**src/rtl/hirq_pkg.sv**
```systemverilog
package hirq_pkg;

    // Path indices: receive is index 0 and has priority on access close.
    localparam int NPATH   = 2;
    localparam int PATH_RX = 0;
    localparam int PATH_TX = 1;

    typedef logic [NPATH-1:0] pvec_t;

    typedef enum logic {
        SHAPE_PULSE = 1'b0,
        SHAPE_HOLD  = 1'b1
    } shape_e;

    typedef enum logic {
        DRV_PUSH = 1'b0,
        DRV_OPEN = 1'b1
    } drv_e;

    typedef struct packed {
        logic pin;
        logic oe;
    } pin_t;

    // Lowest set index of a path vector, as a one-hot vector.
    function automatic pvec_t first_set(input pvec_t v);
        pvec_t r;
        logic  found;
        r     = '0;
        found = 1'b0;
        for (int i = 0; i < NPATH; i++) begin
            if (v[i] && !found) begin
                r[i]  = 1'b1;
                found = 1'b1;
            end
        end
        return r;
    endfunction

endpackage

```
**src/rtl/hirq_access.sv**
```systemverilog
module hirq_access
    import hirq_pkg::*;
(
    input  logic  clk,
    input  logic  rst,
    input  pvec_t start,
    input  logic  acc_end,
    output pvec_t busy_nxt
);
    pvec_t busy_q;
    pvec_t close_v;

    // An access end closes the highest priority open access.
    always_comb begin
        close_v  = acc_end ? first_set(busy_q) : '0;
        busy_nxt = (busy_q & ~close_v) | start;
    end

    always_ff @(posedge clk) begin
        if (rst) busy_q <= '0;
        else     busy_q <= busy_nxt;
    end
endmodule

```
**src/rtl/hirq_qual.sv**
```systemverilog
module hirq_qual
    import hirq_pkg::*;
(
    input  pvec_t en,
    input  pvec_t rdy,
    input  logic  dma_en,
    input  pvec_t busy_nxt,
    output logic  elig
);
    pvec_t qual;
    pvec_t live;

    for (genvar i = 0; i < NPATH; i++) begin : g_path
        assign qual[i] = en[i] & rdy[i] & ~dma_en;
        assign live[i] = qual[i] & ~busy_nxt[i];
    end

    assign elig = |live;
endmodule

```
**src/rtl/hirq_shape.sv**
```systemverilog
module hirq_shape
    import hirq_pkg::*;
#(
    parameter int CNT_W = 8
) (
    input  logic             clk,
    input  logic             rst,
    input  shape_e           shape,
    input  logic             dma_en,
    input  logic             elig,
    input  logic [CNT_W-1:0] width,
    output logic             act
);
    localparam logic [CNT_W-1:0] ONE = {{(CNT_W-1){1'b0}}, 1'b1};

    logic [CNT_W-1:0] cnt_q;
    logic [CNT_W-1:0] load;
    logic             elig_q;
    logic             lvl_q;
    shape_e           shape_q;
    logic             rise;

    assign rise = elig & ~elig_q;
    assign load = (width == '0) ? ONE : width;

    always_ff @(posedge clk) begin
        if (rst) begin
            cnt_q   <= '0;
            elig_q  <= 1'b0;
            lvl_q   <= 1'b0;
            shape_q <= SHAPE_PULSE;
        end else begin
            elig_q  <= elig;
            shape_q <= shape;
            lvl_q   <= (shape == SHAPE_HOLD) & elig;
            if (shape == SHAPE_HOLD || dma_en) cnt_q <= '0;
            else if (rise)                     cnt_q <= load;
            else if (cnt_q != '0)              cnt_q <= cnt_q - ONE;
        end
    end

    assign act = (shape_q == SHAPE_HOLD) ? lvl_q : (cnt_q != '0);
endmodule

```
**src/rtl/hirq_drive.sv**
```systemverilog
module hirq_drive
    import hirq_pkg::*;
(
    input  logic act,
    input  drv_e mode,
    output pin_t drv
);
    always_comb begin
        if (mode == DRV_OPEN) begin
            drv.pin = 1'b0;
            drv.oe  = act;
        end else begin
            drv.pin = ~act;
            drv.oe  = 1'b1;
        end
    end
endmodule

```
**src/rtl/hirq_gen.sv**
```systemverilog
module hirq_gen
    import hirq_pkg::*;
#(
    parameter int CNT_W = 8
) (
    input  logic             clk,
    input  logic             rst,
    input  logic             rx_req_en,
    input  logic             tx_req_en,
    input  logic             rx_ready,
    input  logic             tx_ready,
    input  logic             hold_mode,
    input  logic             dma_en,
    input  logic             open_drain,
    input  logic [CNT_W-1:0] pulse_width,
    input  logic             rd_start,
    input  logic             wr_start,
    input  logic             acc_end,
    output logic             irq_pin,
    output logic             irq_oe
);
    pvec_t en_v, rdy_v, start_v, busy_nxt;
    logic  elig, act;
    pin_t  drv;

    always_comb begin
        en_v[PATH_RX]    = rx_req_en;
        en_v[PATH_TX]    = tx_req_en;
        rdy_v[PATH_RX]   = rx_ready;
        rdy_v[PATH_TX]   = tx_ready;
        start_v[PATH_RX] = rd_start;
        start_v[PATH_TX] = wr_start;
    end

    hirq_access u_access (
        .clk      (clk),
        .rst      (rst),
        .start    (start_v),
        .acc_end  (acc_end),
        .busy_nxt (busy_nxt)
    );

    hirq_qual u_qual (
        .en       (en_v),
        .rdy      (rdy_v),
        .dma_en   (dma_en),
        .busy_nxt (busy_nxt),
        .elig     (elig)
    );

    hirq_shape #(.CNT_W(CNT_W)) u_shape (
        .clk    (clk),
        .rst    (rst),
        .shape  (hold_mode ? SHAPE_HOLD : SHAPE_PULSE),
        .dma_en (dma_en),
        .elig   (elig),
        .width  (pulse_width),
        .act    (act)
    );

    hirq_drive u_drive (
        .act  (act),
        .mode (open_drain ? DRV_OPEN : DRV_PUSH),
        .drv  (drv)
    );

    assign irq_pin = drv.pin;
    assign irq_oe  = drv.oe;
endmodule

```
**config.mk**
```make
export PLATFORM = sky130hd
export DESIGN_NAME = hirq_gen
export DESIGN_NICKNAME = d
export VERILOG_FILES = /design/src/rtl/hirq_pkg.sv /design/src/rtl/hirq_access.sv /design/src/rtl/hirq_qual.sv /design/src/rtl/hirq_shape.sv /design/src/rtl/hirq_drive.sv /design/src/rtl/hirq_gen.sv
export SDC_FILE = /design/constraint.sdc
export NUM_CORES = 1
export LEC_CHECK = 0
export BUFFER_PORTS_ARGS = -buffer_cell sky130_fd_sc_hd__buf_4
export CAP_MARGIN = 5
export CORE_UTILIZATION = 48
export DETAILED_ROUTE_END_ITERATION = 12
export PLACE_DENSITY = 0.76
export SETUP_SLACK_MARGIN = 0.4
export SYNTH_ARGS = -nofsm -noshare
export SYNTH_HDL_FRONTEND = slang
export SYNTH_HIERARCHICAL = 1
export SYNTH_SLANG_ARGS = --single-unit
```
**constraint.sdc**
```tcl
create_clock -name clk -period 1.7 [get_ports clk]
set_input_delay 0.085 -clock clk [delete_from_list [all_inputs] [get_ports clk]]
set_output_delay 0.085 -clock clk [all_outputs]
set_load 0.02 [all_outputs]
```
-- Yosys cells after proc, flatten, opt, wreduce, memory -nomap -nowiden
Cells that the tools add are included.
- register bits: 13
- input port bits: 20
- bitwise logic cells: 16
- multiplexer cells: 10
- reduce and logical (&&, ||, !) cells: 8
- add/sub/neg operators: 1
- operator list (operator ; count):
    $mux 8 ; 3
    $and 1x1->1 ; 8
    $logic_not 8->1 ; 1
    $reduce_bool 8->1 ; 1
    $sub 8x1->8 const B ; 1
    $mux 1 ; 5
    $not 1->1 ; 5
    $mux 2 ; 2
    $reduce_or 2->1 ; 2
    $and 2x2->2 ; 1
    $not 2->2 ; 1
    $or 2x2->2 ; 1
    $reduce_bool 2->1 ; 1
    $logic_and 1x1->1 ; 1
    $logic_not 1->1 ; 1
    $logic_or 1x1->1 ; 1

-- Longest topological paths before layout
Gate-level depths: netlist of the first run.
- depth in word-level cells: 13
- mapped depth: 9
- depth with buffers taken out: 8

-- Hierarchy
The synthesis of the first run kept the hierarchy.
- modules (own cells, without submodules) (module ; seq. area each (um^2) ; instances ; area an instance (um^2) ; cells an instance):
    hirq_shape ; 220.2 ; 1 ; 578.1 ; 67
    hirq_access ; 40.0 ; 1 ; 88.8 ; 11
    hirq_qual ; 0.0 ; 1 ; 20.0 ; 3
    hirq_drive ; 0.0 ; 1 ; 10.0 ; 2

-- Worst setup path after synthesis of the first run
Ideal clock, no wire load.
- path kind: reg-to-output
- start: register u_shape.cnt_q[0]
- end: output port irq_pin
- arrival: 1.473 ns
- path slack: 0.142 ns
- cell stages (with the launch flop): 7
- cell sequence: dfxtp_1 -> inv_1 -> ha_1 -> nor2b_1 -> nand3_4 -> mux2_2 -> nor2_1
- cells in the longest elaborated chain, start to end: 4
- ends and longest elaborated chain (element ; RTL line ; source):
    from (decl) ; hirq_shape.sv:16 ; logic [CNT_W-1:0] cnt_q;
    from (signal assigned) ; hirq_shape.sv:37 ; else if (rise) cnt_q <= load;
    from (signal assigned) ; hirq_shape.sv:38 ; else if (cnt_q != '0) cnt_q <= cnt_q - ONE;
    $reduce_bool 8->1 ; hirq_shape.sv:42 ; assign act = (shape_q == SHAPE_HOLD) ? lvl_q : (cnt_q != '0);
    $mux 1 ; hirq_shape.sv:42 ;
    via act ; hirq_gen.sv:23 ; logic elig, act;
    $not 1->1 ; hirq_drive.sv:13 ; drv.pin = ~act;
    $mux 2 ; hirq_drive.sv:9 ; if (mode == DRV_OPEN) begin
    to (decl) ; hirq_gen.sv:19 ; output logic irq_pin,
The timed path passes the listed nets, and every way through them passes these cells.

-- Worst setup path after layout of the first run
- start: register u_shape.cnt_q[6]
- end: output port irq_oe
- cells in the longest elaborated chain, start to end: 3
- ends and longest elaborated chain (element ; RTL line ; source):
    $reduce_bool 8->1 ; hirq_shape.sv:42 ;
    $mux 1 ; hirq_shape.sv:42 ;
    via act ; hirq_gen.sv:23 ;
    $mux 2 ; hirq_drive.sv:9 ;
    to (decl) ; hirq_gen.sv:20 ; output logic irq_oe
The timed path passes the listed nets, and every way through them passes these cells.

==> flow_summary.json, run 1 <==
{
  "slew_viol_final": 0,
  "drv_cap": 0,
  "yosys_register_bits": 13,
  "grt_overflow": 0,
  "vdd_drop_max_v": 0.0006033,
  "tightestPinTransition_ps": 490.3,
  "layout_common_cells": "26 x buf_4, 8 x nand2_1, 8 x dfxtp_1",
  "status": "complete, but fails checks",
  "violations": "setup timing",
  "ctsHtreeMaxLevel": 1,
  "syn_inst": 83,
  "pin_count": 22,
  "start_util_pct": 52.25,
  "rr_worst_depth": 8,
  "num_rows": 13,
  "start_kind": "register",
  "placed_area_um2": 925.9,
  "maxSlewHeadroom_pct": 67.06,
  "whs_ps": 13.65,
  "fin_crit_ps": 1725,
  "placed_cells": 118,
  "fin_area_um2": 1064,
  "hold_path_depth": 2,
  "vias": 676,
  "syn_area_um2": 696.9,
  "dieArea_um2": 1608,
  "cp-end-kind": "output port",
  "place_hpwl_um": 1168,
  "finalSetupTns_ps": -25.31,
  "drt_iter0_drc": 13,
  "finish.utilization_pct": 79.74,
  "powerDensity_nw_per_um2": 745.2,
  "nets": 137,
  "hold_viol_final": 0,
  "grt_pass1_wl_um": 2235,
  "route.met3.wl_um": 39,
  "coreArea_um2": 1334,
  "die_w_um": 40.11,
  "seq_area_frac_synth_pct": 37.34,
  "antenna_cells": 0,
  "highest-signal-layer": "met4",
  "die_h_um": 40.11,
  "first_global_vias": 570,
  "whs_endpoint": "u_shape/elig_q",
  "synth.avg_cell_area_um2": 8.397,
  "seq_area_um2": 269.0,
  "clk_latency_ps": 270,
  "root_buffer": "clkbuf_4",
  "worstPathMaxFanout": 3,
  "finalNonFillerCells": 129,
  "nFillCells": 90,
  "viasPerCell": 5.240,
  "antenna_found_initial": 0,
  "gp_congestion": 0.7041,
  "met2_length_um": 786,
  "numClockSinks": 13,
  "finalWorstSetupSlack_ps": -25.31,
  "cts_tree": "done",
  "port_buffers": 21,
  "r2r-end": "u_shape/cnt_q[1]",
  "dr.pass1.iters": 4,
  "finalCritPeriodShare_pct": 101.5,
  "r2r-start": "u_access/busy_q[0]",
  "cts_max_path_buffers": 2,
  "hold_class": "in -> reg",
  "fmax_mhz": 579.6,
  "grt_max_degree": 9,
  "p_leak_nw": 0.4815,
  "rrSetupSlack_ps": 160,
  "path_class": "reg -> out",
  "drive_gt1_share_pct": 49.12,
  "ys_types": 27,
  "path_clk_slew_ps": 80,
  "grtUsageTotal_pct": 21.74,
  "multi_input_area_um2": 518.0,
  "final_common_cell": "buf_4",
  "crit_arrival_ps": 1640,
  "cp.required_ps": 1620,
  "setup_viol": 1,
  "cts_buffers": 3,
  "drc": 0,
  "syn-num-nets": 105,
  "syn_to_final_growth_pct": 52.60,
  "drtAntennaViolNets": 0,
  "routedWlPerCell_um": 12.16,
  "fin_skew_ps": 4.270,
  "hold_start": "rst",
  "rsz0062_at_grt": "true",
  "yosys_warnings": 6,
  "totalWireLength_um": 1569,
  "drt-met1-wl_um": 715
}
[worst max-delay path, stage by stage, from the launching register on]
cell	delay (ps)
dfxtp_2	350
nor4_4	360
nand3_4	110
mux2_4	290
nand2b_4	140
buf_6	120
[layer usage]
| metal | vias to the layer above | track usage (%) |
|---|---|---|
| li1 | 348 | - |
| met1 | 308 | 24.32 |
| met2 | 16 | 37.10 |
| met3 | 4 | 3.333 |
| met4 | 0 | 15.52 |
| met5 | - | 0 |
[synth_stat cells]
cell type,count,area (um^2)
dfxtp_1,13,260.3
nand2_1,8,30.03
nor2_1,7,26.28
nor3_1,6,30.03
nand2b_1,5,31.28
o21ai_0,5,25.02
a21oi_1,4,20.02
inv_1,4,15.01
nor2b_1,4,25.02
xnor2_1,3,26.28
a211oi_1,2,15.01
ha_1,2,25.02
mux2i_1,2,20.02
nand3_1,2,10.01
nand3b_1,2,15.01
nor4_1,2,12.51
xor2_1,2,17.52
a21o_1,1,7.510
and2_1,1,6.260
clkbuf_1,1,3.750
mux2_2,1,11.26
nand3_4,1,17.52
nor3b_1,1,7.510
nor4_4,1,21.27
o21ai_1,1,5.000
o22ai_1,1,6.260
or3_1,1,6.260
[state kept, by name, summed over array words and instances (netlist names)]
| name | cells |
|---|---|
| u_shape/cnt_q | 8 |
| u_access/busy_q | 2 |
| u_shape/elig_q | 1 |
| u_shape/lvl_q | 1 |
| u_shape/shape_q | 1 |
[stage by stage]
| step | total power [mW] | worst slack (ps) |
|---|---|---|
| 2_1_floorplan | 0.4960 | 267.1 |
| 3_3_place_gp | 0.5673 | 140.8 |
| 3_5_place_dp | 0.5698 | 102.3 |
| 4_1_cts | 0.7953 | -54.37 |
| 5_1_grt | 0.8402 | -82.40 |
| 6_report | 0.7926 | -25.31 |
[report_power, final]
group	switching (mW)	leakage [nW]	total [mW]	internal, mW
clock network	0.0923	0.0150	0.183	0.0908
logic	0.124	0.358	0.278	0.154
registers	0.0130	0.108	0.332	0.319
[area by class of cell]
type                            count  share of cell area, %
Timing Repair Buffer               28                  20.35
Inverter                            4                  1.412
Clock buffer                        4                  2.471
Multi-Input combinational cell     65                  48.71
Tap cell                           15                  1.765
Sequential cell                    13                  25.29
[what timing repair did]
action / 4_1_cts / 5_1_grt
hold buffers: 1 / 0
pin swaps: 5 / 4
endpoints found under the setup margin: 10 / 12
gates resized for setup: 15 / 6
buffers inserted: 5 / 1
hold endpoints to repair: 1 / 0
gates cloned: 0 / 0
[how the worst max path moves through the flow]
stage                             endpoint  depth (start not counted)          startpoint  slack, ps
after floorplan           u_shape/cnt_q[0]                          8  u_access/busy_q[0]        270
after global placement    u_shape/cnt_q[6]                          7  u_access/busy_q[0]        140
after detailed placement  u_shape/cnt_q[0]                          7  u_access/busy_q[0]        100
after CTS                           irq_oe                          5    u_shape/cnt_q[4]        -50
after global routing                irq_oe                          5    u_shape/cnt_q[6]        -80
final                               irq_oe                          5    u_shape/cnt_q[6]        -30
[cell families after synthesis]
kind of cell	synth area share, %
buffers and inverters	2.692
AO/OA/AOI/OAI	11.31
AND/OR/NAND/NOR	34.29
XOR/XNOR	6.285
adder cells (fa/ha/maj)	3.590
flip-flops	37.34
multiplexers	4.488
No activity file was read; power rests on OpenSTA's default activity.
==> inputs of run 2 (changes only) <==
==> constraint.sdc (replaced) <==
create_clock -name clk -period 1.7 [get_ports clk]
set_input_delay 0.34 -clock clk [delete_from_list [all_inputs] [get_ports clk]]
set_output_delay 0.34 -clock clk [all_outputs]
set_load 0.02 [all_outputs]
==> run 2 against run 1 <==
Effect of this change: the flow still finishes with violations (setup timing); sequential share of layout area down 1.8 points; highest routed layer unchanged; maximum frequency is 13% lower; non-clock buffer count increased by 4; die area is the same; critical path type unchanged; first-iteration DRC count decreased by 46%; register-to-register slack got worse by 170 ps; count of clock-buffer cells in the layout is the same; largest cell class unchanged; cell area up 6.4%.
==> flow_summary.json, run 2 (same netlist as run 1, synthesis figures left out) <==
{
  "path_buf_inv": 1,
  "hold_viol_final": 0,
  "first_global_vias": 645,
  "fin_skew_ps": 2.771,
  "drv_cap": 0,
  "die_w_um": 40.11,
  "routedWlPerCell_um": 16.34,
  "numClockSinks": 13,
  "coreArea_um2": 1334,
  "maxSlewHeadroom_pct": 52.32,
  "finalNonFillerCells": 133,
  "grt_pass1_wl_um": 2704,
  "drive_gt1_share_pct": 54.24,
  "grt_overflow": 0,
  "crit_arrival_ps": 1640,
  "drt_iter0_drc": 7,
  "start_util_pct": 52.25,
  "dr.pass1.iters": 4,
  "drtAntennaViolNets": 0,
  "fmax_mhz": 503.9,
  "rsz0062_at_grt": "true",
  "cts_tree": "done",
  "grt_max_degree": 9,
  "dieArea_um2": 1608,
  "viasPerCell": 5.639,
  "vdd_drop_max_v": 0.0004275,
  "cp.required_ps": 1360,
  "worst_path_max_delay_cell": "dfxtp_2",
  "slew_viol_final": 0,
  "drc": 0,
  "clk_latency_ps": 280,
  "pin_count": 22,
  "place_hpwl_um": 1377,
  "gp_congestion": 0.7180,
  "path_class": "reg -> out",
  "final_common_cell": "buf_4",
  "finalWorstSetupSlack_ps": -284.6,
  "setup_viol": 3,
  "cp-end-kind": "output port",
  "die_h_um": 40.11,
  "hold_class": "in -> reg",
  "crit_family": "simple AND/OR/NAND/NOR gates",
  "vias": 750,
  "antenna_cells": 0,
  "nets": 141,
  "p_leak_nw": 0.5064,
  "cts_max_path_buffers": 2,
  "crit_cells": 5,
  "rr_worst_depth": 9,
  "status": "complete, but fails checks",
  "path_cells": "nor4_4, nand3_4, mux2_4, nand2b_4, buf_6",
  "syn_to_final_growth_pct": 62.30,
  "totalWireLength_um": 2173,
  "nFillCells": 72,
  "port_buffers": 21,
  "violations": "setup timing",
  "grtUsageTotal_pct": 26.71,
  "finish.utilization_pct": 84.80,
  "root_buffer": "clkbuf_4",
  "worstPathMaxFanout": 2,
  "largest_register_ffs": 8,
  "powerDensity_nw_per_um2": 750.3,
  "finalPower_mw": 0.8486,
  "hold_path_depth": 2,
  "start_kind": "register",
  "layout_common_cells": "29 x buf_4, 9 x dfxtp_1, 8 x nand2_1",
  "tightestPinTransition_ps": 709.8,
  "finalCritPeriodShare_pct": 116.7,
  "fin_crit_ps": 1985,
  "largest_register": "u_shape/cnt_q",
  "ctsHtreeMaxLevel": 1,
  "reg.largest.list": "u_shape/cnt_q: 8 flops, u_access/busy_q: 2 flops",
  "placed_cells": 127,
  "cts_buffers": 3,
  "cpPeakStageDelay_ps": 340,
  "antenna_found_initial": 0,
  "path_clk_slew_ps": 80,
  "num_rows": 13
}
[run 2: stage by stage]
step	cell area (um^2)	setup slack (ps)	hold slack [ps]	setup TNS [ps]
after floorplan	764.5	97.34	409.1	0
after global placement	994.7	21.97	478.5	0
after detailed placement	994.7	-20.39	497.4	-40.42
after CTS	1104	-280.2	240.6	-486.0
after global routing	1131	-354.1	255.1	-689.7
final	1131	-284.6	260.1	-508.3
[run 2: report_power, final]
part	leakage [nW]	total (mW)	switching, mW	internal (mW)
clock	0.0150	0.199	0.108	0.0912
sequential	0.108	0.332	0.0125	0.320
combinational	0.384	0.317	0.147	0.170
total	0.506	0.849	0.267	0.581
[run 2: path summary, 6_finish.rpt]
path,from,end,slack (ps)
hold / removal,rst,u_access/busy_q[0],260
hold reg to reg,u_access/busy_q[1],u_access/busy_q[1],500
setup / recovery,u_shape/cnt_q[4],irq_oe,-280
setup reg to reg,u_access/busy_q[0],u_shape/cnt_q[1],-10
[run 2: what timing repair did]
| item | 4_1_cts | 5_1_grt |
|---|---|---|
| endpoints found under the hold margin | 0 | 0 |
| gates cloned | 0 | 0 |
| pin swaps | 3 | 6 |
| endpoints found under the setup margin | 10 | 11 |
| resized for setup | 21 | 4 |
| hold buffers | 0 | 0 |
| buffers inserted | 1 | 1 |
[run 2: final cells by class]
cell class              instances  area (um^2)  share of cell area, %
well taps                      15        18.77                  1.659
multi-input cells              65        554.3                  49.00
inverters                       4        15.01                  1.327
clock buffers                   4        26.28                  2.323
flip-flops and latches         13        265.3                  23.45
repair buffers                 32        251.5                  22.23
[run 2: per-layer routing]
metal	share of wire (%)	routed length (um)	up-vias	GRT usage (%)
met5	0	0	-	0
met4	4.9	106	0	13.79
met3	5.5	120	12	7.222
met2	54	1175	36	47.98
met1	35	771	346	27.95
li1	-	-	356	-
[run 2: worst register-to-register path, cell delays in order, from the launching register on]
cell and delay (ps):
dfxtp_2 330, nand2b_4 130, a21o_1 140, nand3b_1 170, a21oi_2 160, buf_4 130, nor2b_4 180, nor3_2 70
mux2i_1 190, nand2_1 90
==> inputs of run 3 (changes only) <==
ABC_AREA = 1   (was default)
CORE_UTILIZATION = 50   (was 48)
PLACE_DENSITY = 0.77   (was 0.76)
==> run 3 against run 2 <==
Effect of this change: the flow still finishes with violations (setup timing); flip-flop and latch count is the same; first-iteration DRC count rose to 2.9 times the previous value; clock skew up 2.0 ps; worst setup slack better by 260 ps; sequential share of layout area is 1.7 points lower; maximum frequency grew 15%; final cell count up 24%; sequential power rose by 1%; critical path type unchanged.
==> flow_summary.json, run 3 <==
{
  "finalPower_mw": 0.9580,
  "syn_to_final_growth_pct": 48.85,
  "first_global_vias": 924,
  "rrSetupSlack_ps": 190,
  "pre_cts_ws_ps": 106.5,
  "numClockSinks": 13,
  "finalWorstSetupSlack_ps": -25.78,
  "slew_viol_final": 0,
  "grt_pass1_wl_um": 3753,
  "dieArea_um2": 1794,
  "synth_top_area_cell": "dfxtp_1",
  "fin_skew_ps": 4.723,
  "rr_worst_depth": 9,
  "synth.avg_cell_area_um2": 7.145,
  "syn_inst": 114,
  "tightestPinTransition_ps": 316.6,
  "path_cells": "inv_4, ha_4, nand3_4, nor2_8, o21ai_4, inv_2, nand2_2, buf_6",
  "synth_common_cells": "31 x nand2_1, 14 x inv_1, 14 x nor2_1",
  "seq_area_frac_synth_pct": 31.95,
  "drt_iter0_drc": 20,
  "placed_area_um2": 1036,
  "whs_endpoint": "u_access/busy_q[1]",
  "reg.largest.list": "u_shape/cnt_q: 8 flops, u_access/busy_q: 2 flops",
  "path_class": "reg -> out",
  "port_buffers": 21,
  "r2r-start": "u_shape/cnt_q[0]",
  "cpPeakStageDelay_ps": 380,
  "path_buf_inv": 3,
  "p_leak_nw": 0.5498,
  "hold_start": "rst",
  "hold_path_depth": 2,
  "cp.required_ps": 1360,
  "grtUsageTotal_pct": 28.18,
  "grt_overflow": 0,
  "hold_buffers": 0,
  "worstPathMaxFanout": 2,
  "drc": 0,
  "final_common_cell": "buf_4",
  "finalNonFillerCells": 165,
  "vdd_drop_max_v": 0.0004956,
  "ctsHtreeMaxLevel": 1,
  "drv_cap": 0,
  "crit_arrival_ps": 1390,
  "antenna_found_initial": 0,
  "antenna_cells": 0,
  "worst_path_max_delay_cell": "dfxtp_2",
  "violations": "setup timing",
  "die_w_um": 42.36,
  "finalSetupTns_ps": -25.78,
  "start_kind": "register",
  "start_util_pct": 54.07,
  "drtAntennaViolNets": 0,
  "cts_buffers": 3,
  "maxSlewHeadroom_pct": 78.78,
  "placed_cells": 151,
  "yosys_warnings": 6,
  "root_buffer": "clkbuf_4",
  "setup_viol": 1,
  "synth_area_leaders": "dfxtp_1 32%, nand2_1 14%, inv_1 6.5%",
  "dr.pass1.iters": 4,
  "drive_gt1_share_pct": 54.36,
  "routedWlPerCell_um": 13.82,
  "vias": 864,
  "ys.flop_type": "dfxtp_1",
  "fin_area_um2": 1212,
  "grt_max_degree": 8,
  "coreArea_um2": 1506,
  "synth.most_common_cell": "nand2_1",
  "async_flop_share_pct": 0,
  "crit_family": "flip-flops",
  "path_clk_slew_ps": 80,
  "hold_viol_final": 0,
  "cts_tree": "done",
  "layout_common_cells": "25 x buf_4, 22 x nand2_1, 11 x nand2_2",
  "r2r-end": "u_shape/cnt_q[1]",
  "nets": 172,
  "clk_latency_ps": 290,
  "syn_area_um2": 814.5,
  "synth_edf_count": 0,
  "ys_types": 24,
  "yosys_register_bits": 13,
  "cp-end-kind": "output port",
  "status": "complete, but fails checks",
  "cts_max_path_buffers": 2,
  "synthDominantCellAreaShare_pct": 31.95,
  "viasPerCell": 5.236,
  "fmax_mhz": 579.4,
  "finalCritPeriodShare_pct": 101.5,
  "largest_register": "u_shape/cnt_q",
  "die_h_um": 42.36,
  "totalWireLength_um": 2280,
  "powerDensity_nw_per_um2": 790.2,
  "syn-num-nets": 136,
  "num_rows": 14,
  "gp_congestion": 0.8475,
  "pin_count": 22,
  "rsz0062_at_grt": "true",
  "fin_crit_ps": 1726,
  "largest_register_ffs": 8,
  "hold_class": "in -> reg",
  "place_hpwl_um": 1556
}
-- run 3: cell type report --
class                      instances  area [um^2]
multi-input combinational         84        578.1
inverter                          17        68.82
clock buffer                       4        26.28
sequential                        13        264.0
tap                               16        20.02
timing repair buffer              31        255.2
fill                              91        294.0
-- run 3: per-layer routing --
layer	track usage, %	up-vias	wire length (um)
met3	5.603	6	84
met4	13.13	0	44
met5	0	-	0
li1	-	425	-
met1	30.19	407	890
met2	52.00	26	1261
-- run 3: what timing repair did --
item	CTS	global route
resized for setup	18	10
cloned	0	0
pin swaps	11	15
setup buffers	8	2
endpoints found under the setup margin	10	10
hold endpoints to repair	0	0
-- run 3: how the worst max path moves through the flow --
stage / start / endpoint / slack [ps] / cells after the start
floorplan: u_shape/cnt_q[0] / irq_oe / 370 / 7
global placement: acc_end / u_shape/cnt_q[1] / 170 / 12
detailed placement: acc_end / u_shape/cnt_q[1] / 110 / 12
CTS: u_shape/cnt_q[1] / irq_oe / -10 / 8
global route: u_shape/cnt_q[0] / irq_oe / -80 / 8
finish: u_shape/cnt_q[0] / irq_oe / -30 / 8
-- run 3: cell families (layout without fill, tap and decap cells) --
logic type | count (synthesis) | in the layout | synth area share [%]
and+or+nand+nor | 68 | 68 | 45.62
buffers and inverters | 17 | 52 | 7.834
DFF | 13 | 13 | 31.95
AOI/OAI and AO/OA | 11 | 11 | 8.296
xor gates and xnor gates | 3 | 3 | 3.226
adders and majority gates | 2 | 2 | 3.072
-- run 3: power breakdown --
| part | switching [mW] | total, mW | leakage (nW) | internal, mW |
|---|---|---|---|---|
| logic | 0.229 | 0.423 | 0.428 | 0.194 |
| registers | 0.0157 | 0.336 | 0.107 | 0.320 |
| clock network | 0.108 | 0.199 | 0.0150 | 0.0913 |
| total | 0.353 | 0.958 | 0.550 | 0.605 |
-- run 3: per-stage QoR --
stage	util (%)	hold WS [ps]
2_1_floorplan	-	402.4
3_3_place_gp	68.77	454.9
3_5_place_dp	68.77	455.0
4_1_cts	77.66	244.4
5_1_grt	80.48	261.3
6_report	80.48	265.4
